### config.mk
export PLATFORM = sky130hd
export DESIGN_NAME = unlock_cmd_decoder
export DESIGN_NICKNAME = d
export VERILOG_FILES = /design/src/rtl/unlock_pkg.sv /design/src/rtl/unlock_ctrl.sv /design/src/rtl/unlock_dp.sv /design/src/rtl/unlock_cmd_decoder.sv
export SDC_FILE = /design/constraint.sdc
export NUM_CORES = 1
export LEC_CHECK = 0
export ABC_AREA = 1
export BUFFER_PORTS_ARGS = -buffer_cell sky130_fd_sc_hd__clkbuf_2
export CAP_MARGIN = 15
export CORE_ASPECT_RATIO = 0.5
export CORE_MARGIN = 2
export CORE_UTILIZATION = 45
export DETAILED_ROUTE_END_ITERATION = 12
export GPL_TIMING_DRIVEN = 0
export PLACE_DENSITY = 0.85
export SKIP_CTS_REPAIR_TIMING = 1
export SLEW_MARGIN = 10
export SYNTH_ARGS = -nofsm -noshare
export SYNTH_HDL_FRONTEND = slang
export SYNTH_SLANG_ARGS = --single-unit
### constraint.sdc
create_clock -name clk -period 2 [get_ports clk]
set_input_delay 0 -clock clk [delete_from_list [all_inputs] [get_ports clk]]
set_output_delay 0 -clock clk [all_outputs]
set_load 0.1 [all_outputs]
### src/rtl/unlock_pkg.sv
package unlock_pkg;

  localparam int OP_W = 7;
  localparam int KEY_AW = 15;

  localparam int OP_PROG   = 0;
  localparam int OP_SECTOR = 1;
  localparam int OP_BLOCK  = 2;
  localparam int OP_CHIP   = 3;
  localparam int OP_IDENT  = 4;
  localparam int OP_QUERY  = 5;
  localparam int OP_EXIT   = 6;

  typedef enum logic [1:0] {
    MODE_ARRAY = 2'd0,
    MODE_IDENT = 2'd1,
    MODE_QUERY = 2'd2
  } mode_e;

  typedef enum logic [1:0] {
    ADDR_ZERO   = 2'd0,
    ADDR_FULL   = 2'd1,
    ADDR_SECTOR = 2'd2,
    ADDR_BLOCK  = 2'd3
  } addr_sel_e;

  typedef enum logic [2:0] {
    ST_IDLE, ST_KEY1, ST_KEY2, ST_PROG, ST_ER3, ST_ER4, ST_ER5
  } state_e;

  typedef struct packed {
    logic            load;
    logic [OP_W-1:0] op;
    addr_sel_e       addrSel;
    logic            keepData;
    logic            setMode;
    mode_e           newMode;
  } ctrl_t;

endpackage

### src/rtl/unlock_ctrl.sv
module unlock_ctrl
  import unlock_pkg::*;
#(
  parameter logic [KEY_AW-1:0] KEY_ADDR_A = 15'h5555,
  parameter logic [KEY_AW-1:0] KEY_ADDR_B = 15'h2AAA,
  parameter logic [KEY_AW-1:0] SHORT_ADDR = 15'h0055
) (
  input  logic              clk,
  input  logic              rstN,
  input  logic              wrValid,
  input  logic              busy,
  input  logic [KEY_AW-1:0] keyAddr,
  input  logic [7:0]        keyData,
  output ctrl_t             strobe
);

  state_e state, stateNxt;

  logic atA, atB;
  assign atA = (keyAddr == KEY_ADDR_A);
  assign atB = (keyAddr == KEY_ADDR_B);

  always_comb begin
    stateNxt = state;
    strobe   = '0;
    if (wrValid && !busy) begin
      // default outcome of any accepted write: abort to idle, array mode
      stateNxt       = ST_IDLE;
      strobe.setMode = 1'b1;
      strobe.newMode = MODE_ARRAY;
      unique case (state)
        ST_IDLE: begin
          if (atA && keyData == 8'hAA) begin
            stateNxt       = ST_KEY1;
            strobe.setMode = 1'b0;
          end else if (keyData == 8'hF0) begin
            strobe.load          = 1'b1;
            strobe.op[OP_EXIT]   = 1'b1;
          end else if (keyAddr == SHORT_ADDR && keyData == 8'h98) begin
            strobe.load          = 1'b1;
            strobe.op[OP_QUERY]  = 1'b1;
            strobe.newMode       = MODE_QUERY;
          end
        end
        ST_KEY1: begin
          if (atB && keyData == 8'h55) begin
            stateNxt       = ST_KEY2;
            strobe.setMode = 1'b0;
          end
        end
        ST_KEY2: begin
          if (atA) begin
            unique case (keyData)
              8'hA0: begin stateNxt = ST_PROG; strobe.setMode = 1'b0; end
              8'h80: begin stateNxt = ST_ER3;  strobe.setMode = 1'b0; end
              8'h90: begin
                strobe.load         = 1'b1;
                strobe.op[OP_IDENT] = 1'b1;
                strobe.newMode      = MODE_IDENT;
              end
              8'h98: begin
                strobe.load         = 1'b1;
                strobe.op[OP_QUERY] = 1'b1;
                strobe.newMode      = MODE_QUERY;
              end
              8'hF0: begin
                strobe.load        = 1'b1;
                strobe.op[OP_EXIT] = 1'b1;
              end
              default: ;
            endcase
          end
        end
        ST_PROG: begin
          strobe.setMode     = 1'b0;
          strobe.load        = 1'b1;
          strobe.op[OP_PROG] = 1'b1;
          strobe.addrSel     = ADDR_FULL;
          strobe.keepData    = 1'b1;
        end
        ST_ER3: begin
          if (atA && keyData == 8'hAA) begin
            stateNxt       = ST_ER4;
            strobe.setMode = 1'b0;
          end
        end
        ST_ER4: begin
          if (atB && keyData == 8'h55) begin
            stateNxt       = ST_ER5;
            strobe.setMode = 1'b0;
          end
        end
        ST_ER5: begin
          if (atA && keyData == 8'h10) begin
            strobe.setMode     = 1'b0;
            strobe.load        = 1'b1;
            strobe.op[OP_CHIP] = 1'b1;
          end else if (keyData == 8'h30) begin
            strobe.setMode       = 1'b0;
            strobe.load          = 1'b1;
            strobe.op[OP_SECTOR] = 1'b1;
            strobe.addrSel       = ADDR_SECTOR;
          end else if (keyData == 8'h50) begin
            strobe.setMode      = 1'b0;
            strobe.load         = 1'b1;
            strobe.op[OP_BLOCK] = 1'b1;
            strobe.addrSel      = ADDR_BLOCK;
          end
        end
        default: ;
      endcase
    end
  end

  always_ff @(posedge clk or negedge rstN) begin
    if (!rstN) state <= ST_IDLE;
    else       state <= stateNxt;
  end

endmodule

### src/rtl/unlock_dp.sv
module unlock_dp
  import unlock_pkg::*;
#(
  parameter int ADDR_W = 19,
  parameter int DATA_W = 16,
  parameter int SECTOR_LSB = 11,
  parameter int BLOCK_LSB = 15,
  parameter logic [DATA_W-1:0] MANUF_ID = 16'h00BF,
  parameter logic [DATA_W-1:0] DEVICE_ID = 16'h273E
) (
  input  logic              clk,
  input  logic              rstN,
  input  ctrl_t             strobe,
  input  logic [ADDR_W-1:0] wrAddr,
  input  logic [DATA_W-1:0] wrData,
  input  logic [ADDR_W-1:0] rdAddr,
  output logic              cmdValid,
  output logic [OP_W-1:0]   cmdOp,
  output logic [ADDR_W-1:0] cmdAddr,
  output logic [DATA_W-1:0] cmdData,
  output logic [1:0]        readMode,
  output logic [DATA_W-1:0] idWord
);

  localparam logic [ADDR_W-1:0] SECTOR_MASK = {ADDR_W{1'b1}} << SECTOR_LSB;
  localparam logic [ADDR_W-1:0] BLOCK_MASK  = {ADDR_W{1'b1}} << BLOCK_LSB;

  logic [ADDR_W-1:0] addrPick;
  mode_e             modeQ;

  always_comb begin
    unique case (strobe.addrSel)
      ADDR_FULL:   addrPick = wrAddr;
      ADDR_SECTOR: addrPick = wrAddr & SECTOR_MASK;
      ADDR_BLOCK:  addrPick = wrAddr & BLOCK_MASK;
      default:     addrPick = '0;
    endcase
  end

  always_ff @(posedge clk or negedge rstN) begin
    if (!rstN) begin
      cmdValid <= 1'b0;
      cmdOp    <= '0;
      cmdAddr  <= '0;
      cmdData  <= '0;
      modeQ    <= MODE_ARRAY;
    end else begin
      cmdValid <= strobe.load;
      cmdOp    <= strobe.load ? strobe.op : '0;
      if (strobe.load) begin
        cmdAddr <= addrPick;
        cmdData <= strobe.keepData ? wrData : '0;
      end
      if (strobe.setMode) modeQ <= strobe.newMode;
    end
  end

  assign readMode = modeQ;

  always_comb begin
    idWord = '0;
    if (modeQ == MODE_IDENT) begin
      if (rdAddr == ADDR_W'(0))      idWord = MANUF_ID;
      else if (rdAddr == ADDR_W'(1)) idWord = DEVICE_ID;
    end
  end

endmodule

### src/rtl/unlock_cmd_decoder.sv
module unlock_cmd_decoder
  import unlock_pkg::*;
#(
  parameter int ADDR_W = 19,
  parameter int DATA_W = 16,
  parameter int SECTOR_LSB = 11,
  parameter int BLOCK_LSB = 15,
  parameter logic [DATA_W-1:0] MANUF_ID = 16'h00BF,
  parameter logic [DATA_W-1:0] DEVICE_ID = 16'h273E
) (
  input  logic              clk,
  input  logic              rstN,
  input  logic              wrValid,
  input  logic [ADDR_W-1:0] wrAddr,
  input  logic [DATA_W-1:0] wrData,
  input  logic              busy,
  input  logic [ADDR_W-1:0] rdAddr,
  output logic              cmdValid,
  output logic [6:0]        cmdOp,
  output logic [ADDR_W-1:0] cmdAddr,
  output logic [DATA_W-1:0] cmdData,
  output logic [1:0]        readMode,
  output logic [DATA_W-1:0] idWord
);

  ctrl_t strobe;

  unlock_ctrl u_ctrl (
    .clk     (clk),
    .rstN    (rstN),
    .wrValid (wrValid),
    .busy    (busy),
    .keyAddr (wrAddr[KEY_AW-1:0]),
    .keyData (wrData[7:0]),
    .strobe  (strobe)
  );

  unlock_dp #(
    .ADDR_W     (ADDR_W),
    .DATA_W     (DATA_W),
    .SECTOR_LSB (SECTOR_LSB),
    .BLOCK_LSB  (BLOCK_LSB),
    .MANUF_ID   (MANUF_ID),
    .DEVICE_ID  (DEVICE_ID)
  ) u_dp (
    .clk      (clk),
    .rstN     (rstN),
    .strobe   (strobe),
    .wrAddr   (wrAddr),
    .wrData   (wrData),
    .rdAddr   (rdAddr),
    .cmdValid (cmdValid),
    .cmdOp    (cmdOp),
    .cmdAddr  (cmdAddr),
    .cmdData  (cmdData),
    .readMode (readMode),
    .idWord   (idWord)
  );

endmodule

; Word level (Yosys, flattened, before mapping)
; Cells that the tools add are included.
[totals]
register_bits = 48
inputBits = 58
out_inout_bits = 61
wordCells = 94
[classes]
n_eq_ne = 24
n_mux = 52
n_reduce_logical = 12
[op_table]
columns = op, n
row1 = one-hot mux 19 bit (3 select lines), 1
row2 = "== test 8 bit, second input constant", 6
row3 = two-way mux 16 bit, 3
row4 = two-way mux 14 bit, 2
row5 = two-way mux 1 bit, 22
row6 = "== test 19 x 1 -> 1 bit, second input constant", 1
row7 = zero test 19 bit, 1
row8 = two-way mux 3 bit, 6
row9 = "== test 8 x 7 -> 1 bit, second input constant", 2
row10 = two-way mux 2 bit, 8
row11 = one-hot mux 2 bit (2 select lines), 4
row12 = "== test 15 x 14 -> 1 bit, second input constant", 1
row13 = "== test 15 bit, second input constant", 1
row14 = "== test 15 x 7 -> 1 bit, second input constant", 1
row15 = one-hot mux 3 bit (5 select lines), 1
row16 = "== test 3 bit, second input constant", 3
row17 = "== test 8 x 5 -> 1 bit, second input constant", 1
row18 = "== test 8 x 6 -> 1 bit, second input constant", 1
row19 = two-way mux 7 bit, 1
row20 = "== test 3 x 2 -> 1 bit, second input constant", 2
row21 = one-hot mux 3 bit (2 select lines), 1
row22 = OR reduction 2 bit, 3
row23 = logical AND 1 bit, 5
row24 = one-hot mux 1 bit (5 select lines), 1
row25 = other kinds (8), 10

; Longest topological paths before layout
; Gate-level depths: netlist (run 1).
[logic_depth]
ltp_word = 9
mapped_depth = 14
ltp_nobuf = 13

; Cells and area by module
; Synthesis (run 1) repeated with hierarchy kept, for this count alone.
[unflattened]
hier_cells = 412
area_unflattened_um2 = 2861.5
[by_module_without_submodules]
columns = module, instances, cells_per_inst, area_each_um2, seq_area_each_um2
row1 = unlock_dp, 1, 220, 1970.6, 1126.1
row2 = unlock_ctrl, 1, 192, 890.9, 75.1

; Worst setup path before layout (run 1)
; No wires, ideal clock.
[synth_timing]
path_kind = reg2out
from = reg u_dp.modeQ[0], in the netlist u_dp.readMode[0]
to = out idWord[7]
t_arrival_ps = 3992
t_required_ps = 2000
setup_slack_ps = -1992
stages_incl_launch_ff = 5
n_path_buf = 1
cell_sequence = dfrtp_1 -> nor3b_1 -> nand4_1 -> nor3_1 -> buf_4
[synth_between]
elab_chain_cells = 2
[synth_lines]
columns = element, line
row1 = start: declaration, unlock_dp.sv:29  ; mode_e modeQ;
row2 = start signal: assignment, unlock_dp.sv:54  ; if (strobe.setMode) modeQ <= strobe.newMode;
row3 = == test 2 x 1 -> 1 bit, unlock_dp.sv:62  ; if (modeQ == MODE_IDENT) begin
row4 = two-way mux 16 bit, unlock_dp.sv:62
row5 = end: declaration, unlock_cmd_decoder.sv:23  ; output logic [DATA_W-1:0] idWord
; Every way passes these cells.

; Worst setup path after layout (run 1)
[layout_timing]
from = reg u_dp.modeQ[1], in the netlist u_dp.readMode[1]
to = out idWord[9]
; The elaborated chain is that of the path after synthesis.

==> results of run 1 <==
[power by group]
part           switching, mW  internal (mW)
Combinational          0.492          0.136
Sequential            0.0220           1.01
Clock                  0.355          0.658
[cell usage after synthesis]
cell type                  instances  area (µm²)
sky130_fd_sc_hd__nand2_1         168         631
sky130_fd_sc_hd__inv_1            34         128
sky130_fd_sc_hd__nor3b_1           2        15.0
sky130_fd_sc_hd__inv_2             5        18.8
sky130_fd_sc_hd__o21ai_2           1        8.76
sky130_fd_sc_hd__o21ai_0           7        35.0
sky130_fd_sc_hd__nand4_1           3        18.8
sky130_fd_sc_hd__dfrtp_1          48        1200
sky130_fd_sc_hd__clkbuf_1          2        7.51
sky130_fd_sc_hd__conb_1            1        3.75
sky130_fd_sc_hd__nor4_1            6        37.5
sky130_fd_sc_hd__nor2_4            2        22.5
sky130_fd_sc_hd__nor2_2            3        18.8
sky130_fd_sc_hd__nor3_1            8        40.0
sky130_fd_sc_hd__nand3_2           2        20.0
sky130_fd_sc_hd__buf_4            14         105
sky130_fd_sc_hd__buf_6             2        22.5
sky130_fd_sc_hd__nand2_2           3        18.8
sky130_fd_sc_hd__nor2_1           53         199
sky130_fd_sc_hd__nand3_1          16        80.1
sky130_fd_sc_hd__o21bai_1          1        7.51
sky130_fd_sc_hd__a21oi_1           2        10.0
sky130_fd_sc_hd__buf_2             3        15.0
sky130_fd_sc_hd__o31ai_1           1        7.51
[stage by stage]
stage | setup TNS [ns] | worst slack, ns | cell area (µm²) | hold WS [ns]
after global placement | 0 | 0.149 | 3450 | 0.201
after floorplan | -0.811 | -0.305 | 2790 | -0.296
after global routing | 0 | 0.0284 | 3900 | 0.00124
after detailed placement | 0 | 0.134 | 3450 | 0.206
after CTS | -1.12 | -0.150 | 3630 | -0.0923
final | 0 | 0.102 | 3900 | -0.0300
[per-layer routing]
metal  vias up  wire, µm
met5         -         0
met4         0       116
met3        14       622
met2       109      3610
met1      1312      3070
li1       1463         -
[worst min-delay path, cell delays in order]
cell and delay [ns]:
sky130_fd_sc_hd__clkbuf_2 0.12, sky130_fd_sc_hd__nand2_1 0.06, sky130_fd_sc_hd__nand2_1 0.05
[logic make-up after synthesis]
family | after synthesis
AND/OR/NAND/NOR | 266
other | 1
buffers and inverters | 60
flip-flops | 48
AO/OA/AOI/OAI | 12
[area by class of cell]
cell class,count,area [µm²]
Sequential cell,48,1210
Buffer,21,216
Clock buffer,7,153
Multi-Input combinational cell,283,1220
Fill cell,442,1710
Inverter,39,146
Timing Repair Buffer,138,830
Clock inverter,1,30.0
Tap cell,73,91.3
[how the worst min path moves through the flow]
stage,startpoint,end,slack (ns),cells after the start
floorplan,rstN,u_ctrl.state[0],-0.30,0
global placement,wrData[11],u_dp.cmdData[11],0.20,3
detailed placement,wrData[14],u_dp.cmdData[14],0.21,3
CTS,wrData[11],u_dp.cmdData[11],-0.09,3
global route,wrData[4],u_dp.cmdData[4],0.001,3
finish,wrAddr[7],u_dp.cmdAddr[7],-0.03,3
[registers in the layout (all words and copies together), names as in the netlist]
signal / flops
u_dp.cmdData: 16
u_dp.cmdValid: 1
u_dp.cmdOp: 7
u_ctrl.state: 3
u_dp.readMode: 2
u_dp.cmdAddr: 19
==> flow_summary_export.csv, run 1 <==
group,metric,value,unit
outcome,outcome,"complete, but fails checks",
outcome,failed_checks,"design-rule violations, negative hold slack",
floorplan,floorplan.die.width,113,µm
final_layout,final_net_count,594,
critical_path,crit_arrival,1.90,ns
critical_path,critPathRequiredTime,2.00,ns
synth,synth_area_per_cell,6.90,µm²
timing,period_needed,1.90,ns
critical_path,critPathLaunchType,"flop",
drt,antenna_violating_nets_post_route,0,
grt,globalRouteOverflowTotal,0,
grt,pin_count_of_the_biggest_net_entering_global_routing,49,
grt,grt_util_all_layers,0.215,
floorplan,dieHeight,58.5,µm
final_layout,area_growth_syn_to_layout,46.0,%
placed_design,place_inst,577,
floorplan,placeableCoreArea,5610,µm²
critical_path,reg2reg_depth,11,
floorplan,top_level_ports,119,
synth,synth-xor-area-share,0,
final_layout,n_antenna_cell,0,
power_and_ir_drop,worst_ir_drop_vdd,0.000416,V
min_path,hold_path_class,"in2reg",
timing,number_of_setup_violations_in_the_final_report,0,
floorplan,placement_rows,19,
critical_path,cpPeakStageDelay,0.48,ns
drt,post_drt_via_cell_ratio,4.75,
run,maxCapViolCount,0,
clock_tree,cts.root.buffer_cell,"sky130_fd_sc_hd__clkbuf_16",
power_and_ir_drop,static_leak,2.27,nW
critical_path,timing.critical_path.max_delay_family,"buffers and inverters",
final_layout,layout.cells.most_common_list,"sky130_fd_sc_hd__nand2_1, sky130_fd_sc_hd__clkbuf_2, sky130_fd_sc_hd__nor2_1, sky130_fd_sc_hd__dfrtp_1, sky130_fd_sc_hd__inv_1",
timing,tightest_slew,1.06,ns
clock_tree,clkSinkCount,48,
grt,use_met3,0.0505,
synth,largest_family_of_logic_cells_by_synthesized_area,"simple AND/OR/NAND/NOR gates",
critical_path,crit_path_end,"idWord[9]",
synth,synth.area.mux_share,0,
grt,grt_first_pass_wirelength,11300,µm
critical_path,critical_path.reg2reg.startpoint,"u_ctrl.state[2]",
grt,grt_antenna_before_repair,0,
clock_tree,htree_levels,2,
grt,most_used_routing_layer_in_global_routing,"met2",
critical_path,buffers_inverters_on_critical_path,3,
final_layout,final_cell_count_no_fill,610,
synth,synthesized_area_fraction_occupied_by_adder_cells,0,
timing,period_share,0.949,
final_layout,utilization,0.695,
final_layout,mostFrequentLayoutCell,"sky130_fd_sc_hd__nand2_1",
final_layout,post_route_cells_drive_above_1_share,0.309,
timing,report.final.hold_viol_count,6,
critical_path,reg2reg_setup_slack,0.16,ns
clock_tree,clock_tree_from_tritoncts,"done",
placed_design,post_dp_hpwl,5210,µm
drt,drt-wirelength-per-cell,12.2,µm
critical_path,setup.worst_path.start,"u_dp.readMode[1]",
synth,ys.warnings.count,0,
grt,gr-usage-met1,0.279,
placed_design,portBuffers,113,
power_and_ir_drop,totalPowerFinal,2.67,mW
clock_tree,cts_buffers,5,
timing,grt_setup_unrepaired,"no",
placed_design,gp_congestion,0.932,
power_and_ir_drop,powerDensity,686,nW/µm²
synth,syn_area,2670,µm²
synth,synth_seq_area_share,0.450,
timing,timing.hold.ws,-0.0300,ns
critical_path,rr_endpoint,"u_dp.cmdData[0]",
drt,total_iterations_of_the_first_detailed_routing_run,8,
critical_path,critical_path.endpoint_type,"output pin",
timing,timing.max_slew.rel_slack,0.296,
critical_path,category_of_the_most_critical_setup_path,"reg2out",
floorplan,initial_utilization,0.476,
timing,final_max_slew_viol_count,0,
drt,route.final.wire_length,7420,µm
critical_path,timing.critical_path.fanout_max,4,
clock_tree,cts_buffer_depth,2,
synth,syn_inst,387,
timing,fmaxAchievable,0.527,GHz
drt,drcViolationCount,9,
synth,synth_compound_area_frac,0.0258,
grt,grt_pass1_vias,2586,
drt,dr_total_vias,2898,
critical_path,crit_cells,6,
synth,synth_seq_cells,48,
floorplan,floorplan.die_area,6610,µm²
drt,dr.first_iter.drc_count,124,
clock_tree,path_clk_slew,0.06,ns
grt,grtUsageMet2,0.368,
synth,synthSimpleGateAreaFrac,0.412,
critical_path,cpMaxStageDelayCell,"sky130_fd_sc_hd__dfrtp_4",
synth,synth.lib_cells_used.distinct,24,
critical_path,cp_cell_sequence,"nor3b_2 -> nand4_1 -> buf_4 -> nor2_4 -> buf_12 -> buf_2",
timing,setup_skew_after_layout,0.00422,ns
clock_tree,worst_skew_pair.late_latency,0.29,ns
Power figures use the tool's default switching activity.
==> run 2, diff against run 1 <==
--- a/config.mk
+++ b/config.mk
@@ -8,7 +8,6 @@
 export ABC_AREA = 1
 export BUFFER_PORTS_ARGS = -buffer_cell sky130_fd_sc_hd__clkbuf_2
 export CAP_MARGIN = 15
-export CORE_ASPECT_RATIO = 0.5
 export CORE_MARGIN = 2
 export CORE_UTILIZATION = 45
 export DETAILED_ROUTE_END_ITERATION = 12
==> constraint.sdc (replaced) <==
create_clock -name clk -period 1.81 [get_ports clk]
set_input_delay 0 -clock clk [delete_from_list [all_inputs] [get_ports clk]]
set_output_delay 0 -clock clk [all_outputs]
set_load 0.1 [all_outputs]
==> run 2 against run 1 <==
The flow finishes with violations (negative hold slack). Count of clock-buffer cells in the layout decreased by 1. Die area decreased by 0.57%. Clock skew increased by 0.0019 ns. Utilization increased by 1.3 points. Clock power decreased by 22%. Via count increased by 8.3%. Sequential share of layout area decreased by 1.6 points. Register-to-register slack got worse by 0.12 ns. Power decreased by 0.87%. Highest routed layer unchanged.
==> flow_summary_export.csv, run 2 (synthesis results as in run 1) <==
group,metric,value,unit
outcome,outcome,"complete, but fails checks",
outcome,failed_checks,"negative hold slack",
timing,fmaxAchievable,0.565,GHz
placed_design,placed_cell_area,3460,µm²
drt,route.final.wire_length,8710,µm
critical_path,critical_path.reg2reg.startpoint,"u_ctrl.state[2]",
floorplan,initial_utilization,0.459,
timing,period_needed,1.77,ns
clock_tree,clkSinkCount,48,
critical_path,reg2reg_setup_slack,0.04,ns
run,maxCapViolCount,0,
drt,antenna_violating_nets_post_route,0,
grt,grt_antenna_before_repair,0,
drt,post_drt_via_cell_ratio,5.05,
final_layout,area_growth_syn_to_layout,54.2,%
min_path,worstHoldPathCells,3,
floorplan,dieHeight,81.0,µm
final_layout,final_net_count,604,
grt,gr-usage-met1,0.251,
final_layout,multi_input_area,1260,µm²
clock_tree,cts_buffer_depth,2,
min_path,hold_path_class,"in2reg",
power_and_ir_drop,worst_ir_drop_vdd,0.000490,V
timing,number_of_setup_violations_in_the_final_report,0,
clock_tree,worst_skew_pair.late_latency,0.31,ns
critical_path,reg2reg_depth,11,
timing,period_share,0.978,
placed_design,gp_congestion,0.935,
power_and_ir_drop,powerDensity,644,nW/µm²
critical_path,category_of_the_most_critical_setup_path,"reg2reg",
critical_path,buffers_inverters_on_critical_path,3,
floorplan,placeableCoreArea,5820,µm²
final_layout,top_register,"u_dp.cmdAddr",
timing,timing.hold.ws,-0.0369,ns
critical_path,rr_endpoint,"u_dp.cmdAddr[17]",
grt,globalRouteOverflowTotal,0,
grt,grt_pass1_vias,2573,
timing,tightest_slew,0.556,ns
drt,total_iterations_of_the_first_detailed_routing_run,5,
clock_tree,path_clk_slew,0.09,ns
final_layout,finished_cell_area,4120,µm²
critical_path,critPathLaunchType,"flop",
floorplan,floorplan.die.width,81.0,µm
final_layout,largest_register_ffs,19,
timing,final_max_slew_viol_count,0,
grt,use_met3,0.0400,
final_layout,post_route_cells_drive_above_1_share,0.320,
min_path,min_to,"u_dp.cmdData[6]",
drt,drcViolationCount,0,
clock_tree,htree_levels,2,
final_layout,mostFrequentLayoutCell,"sky130_fd_sc_hd__nand2_1",
final_layout,n_antenna_cell,0,
critical_path,cpPeakStageDelay,0.37,ns
grt,grt_first_pass_wirelength,10900,µm
drt,drt-wirelength-per-cell,14.0,µm
clock_tree,clock_tree_from_tritoncts,"done",
critical_path,cp_cell_sequence,"buf_4 -> nor2_2 -> nand2_2 -> nor2_4 -> a21oi_1 -> nand3_2 -> nand2_2 -> buf_6 -> buf_6 -> nand2_1 -> nand2_1",
critical_path,timing.critical_path.max_delay_family,"simple AND/OR/NAND/NOR gates",
critical_path,critPathRequiredTime,2.01,ns
drt,dr_total_vias,3139,
grt,pin_count_of_the_biggest_net_entering_global_routing,49,
clock_tree,cts_buffers,5,
floorplan,placement_rows,28,
min_path,hp-start,"wrData[6]",
critical_path,crit_arrival,1.97,ns
final_layout,register_area,1210,µm²
timing,timing.max_slew.rel_slack,0.631,
floorplan,floorplan.die_area,6570,µm²
drt,dr.first_iter.drc_count,333,
grt,grt_util_all_layers,0.213,
critical_path,timing.critical_path.fanout_max,10,
timing,timing.setup.tns,0,ns
critical_path,cpMaxStageDelayCell,"sky130_fd_sc_hd__dfrtp_1",
grt,grtUsageMet2,0.383,
clock_tree,cts.root.buffer_cell,"sky130_fd_sc_hd__clkbuf_8",
placed_design,portBuffers,113,
power_and_ir_drop,static_leak,2.31,nW
timing,setup_skew_after_layout,0.00613,ns
timing,grt_setup_unrepaired,"yes",
final_layout,fillerInstances,405,
grt,most_used_routing_layer_in_global_routing,"met2",
floorplan,top_level_ports,119,
final_layout,layout.cells.most_common_list,"sky130_fd_sc_hd__nand2_1, sky130_fd_sc_hd__clkbuf_2, sky130_fd_sc_hd__nor2_1, sky130_fd_sc_hd__dfrtp_1, sky130_fd_sc_hd__inv_1",
timing,report.final.hold_viol_count,2,
placed_design,post_dp_hpwl,5460,µm
critical_path,critical_path.endpoint_type,"flop",
final_layout,largest_regs,"u_dp.cmdAddr x19, u_dp.cmdData x16, u_dp.cmdOp x7",
[run 2: cell count changes in the layout (fill, tap and decap cells not counted), sizes merged]
cell | previous run | this run
buf | 28 | 34
clkbuf | 115 | 109
clkinv | 0 | 1
dlygate4sd3 | 23 | 32
[run 2: power by group]
group / leakage [nW] / switching (mW) / internal, mW / total, mW
clock network: 0.0552 / 0.375 / 0.411 / 0.785
logic: 1.61 / 0.558 / 0.167 / 0.725
registers: 0.654 / 0.0248 / 1.12 / 1.14
[run 2: area by class of cell]
| class | count | area share |
|---|---|---|
| Multi-Input combinational cell | 283 | 0.307 |
| Sequential cell | 48 | 0.294 |
| Timing Repair Buffer | 148 | 0.259 |
| Buffer | 21 | 0.0562 |
| Inverter | 39 | 0.0355 |
| Tap cell | 75 | 0.0228 |
| Clock buffer | 6 | 0.0176 |
| Clock inverter | 2 | 0.00851 |
[run 2: worst reg2reg max path: cells and delay by family, from the launching register on]
kind | cells | cell delay (ns)
buf+inv | 3 | 0.46
simple gates | 7 | 0.73
flops | 1 | 0.37
compound gates | 1 | 0.09
[run 2: how the worst max path moves through the flow]
| stage | from | to | slack, ns | cells after the start |
|---|---|---|---|---|
| floorplan | u_dp.readMode[0] | idWord[7] | -0.50 | 4 |
| global placement | u_dp.readMode[1] | idWord[2] | -0.03 | 5 |
| detailed placement | u_ctrl.state[2] | u_dp.cmdAddr[14] | -0.1 | 9 |
| CTS | u_dp.readMode[1] | idWord[2] | -0.42 | 5 |
| global route | u_dp.readMode[1] | idWord[8] | -0.05 | 5 |
| finish | u_ctrl.state[2] | u_dp.cmdAddr[17] | 0.04 | 11 |
[run 2: metrics by stage]
step           total power [mW]  std cells  utilization  hold slack, ns  setup slack (ns)
2_1_floorplan              1.64        391            -          -0.296            -0.495
3_3_place_gp               1.80        579        0.595           0.202           -0.0253
3_5_place_dp               1.81        579        0.595           0.212           -0.0977
4_1_cts                    2.59        587        0.613          -0.109            -0.419
5_1_grt                    2.73        622        0.708          0.0101           -0.0478
6_report                   2.65        622        0.708         -0.0369            0.0398
[run 2: metal layers]
metal	routed length (µm)	vias to the layer above	share of wire
met2	4570	180	0.53
met4	236	0	0.027
li1	-	1488	-
met5	0	-	0
met3	632	30	0.073
met1	3270	1441	0.38
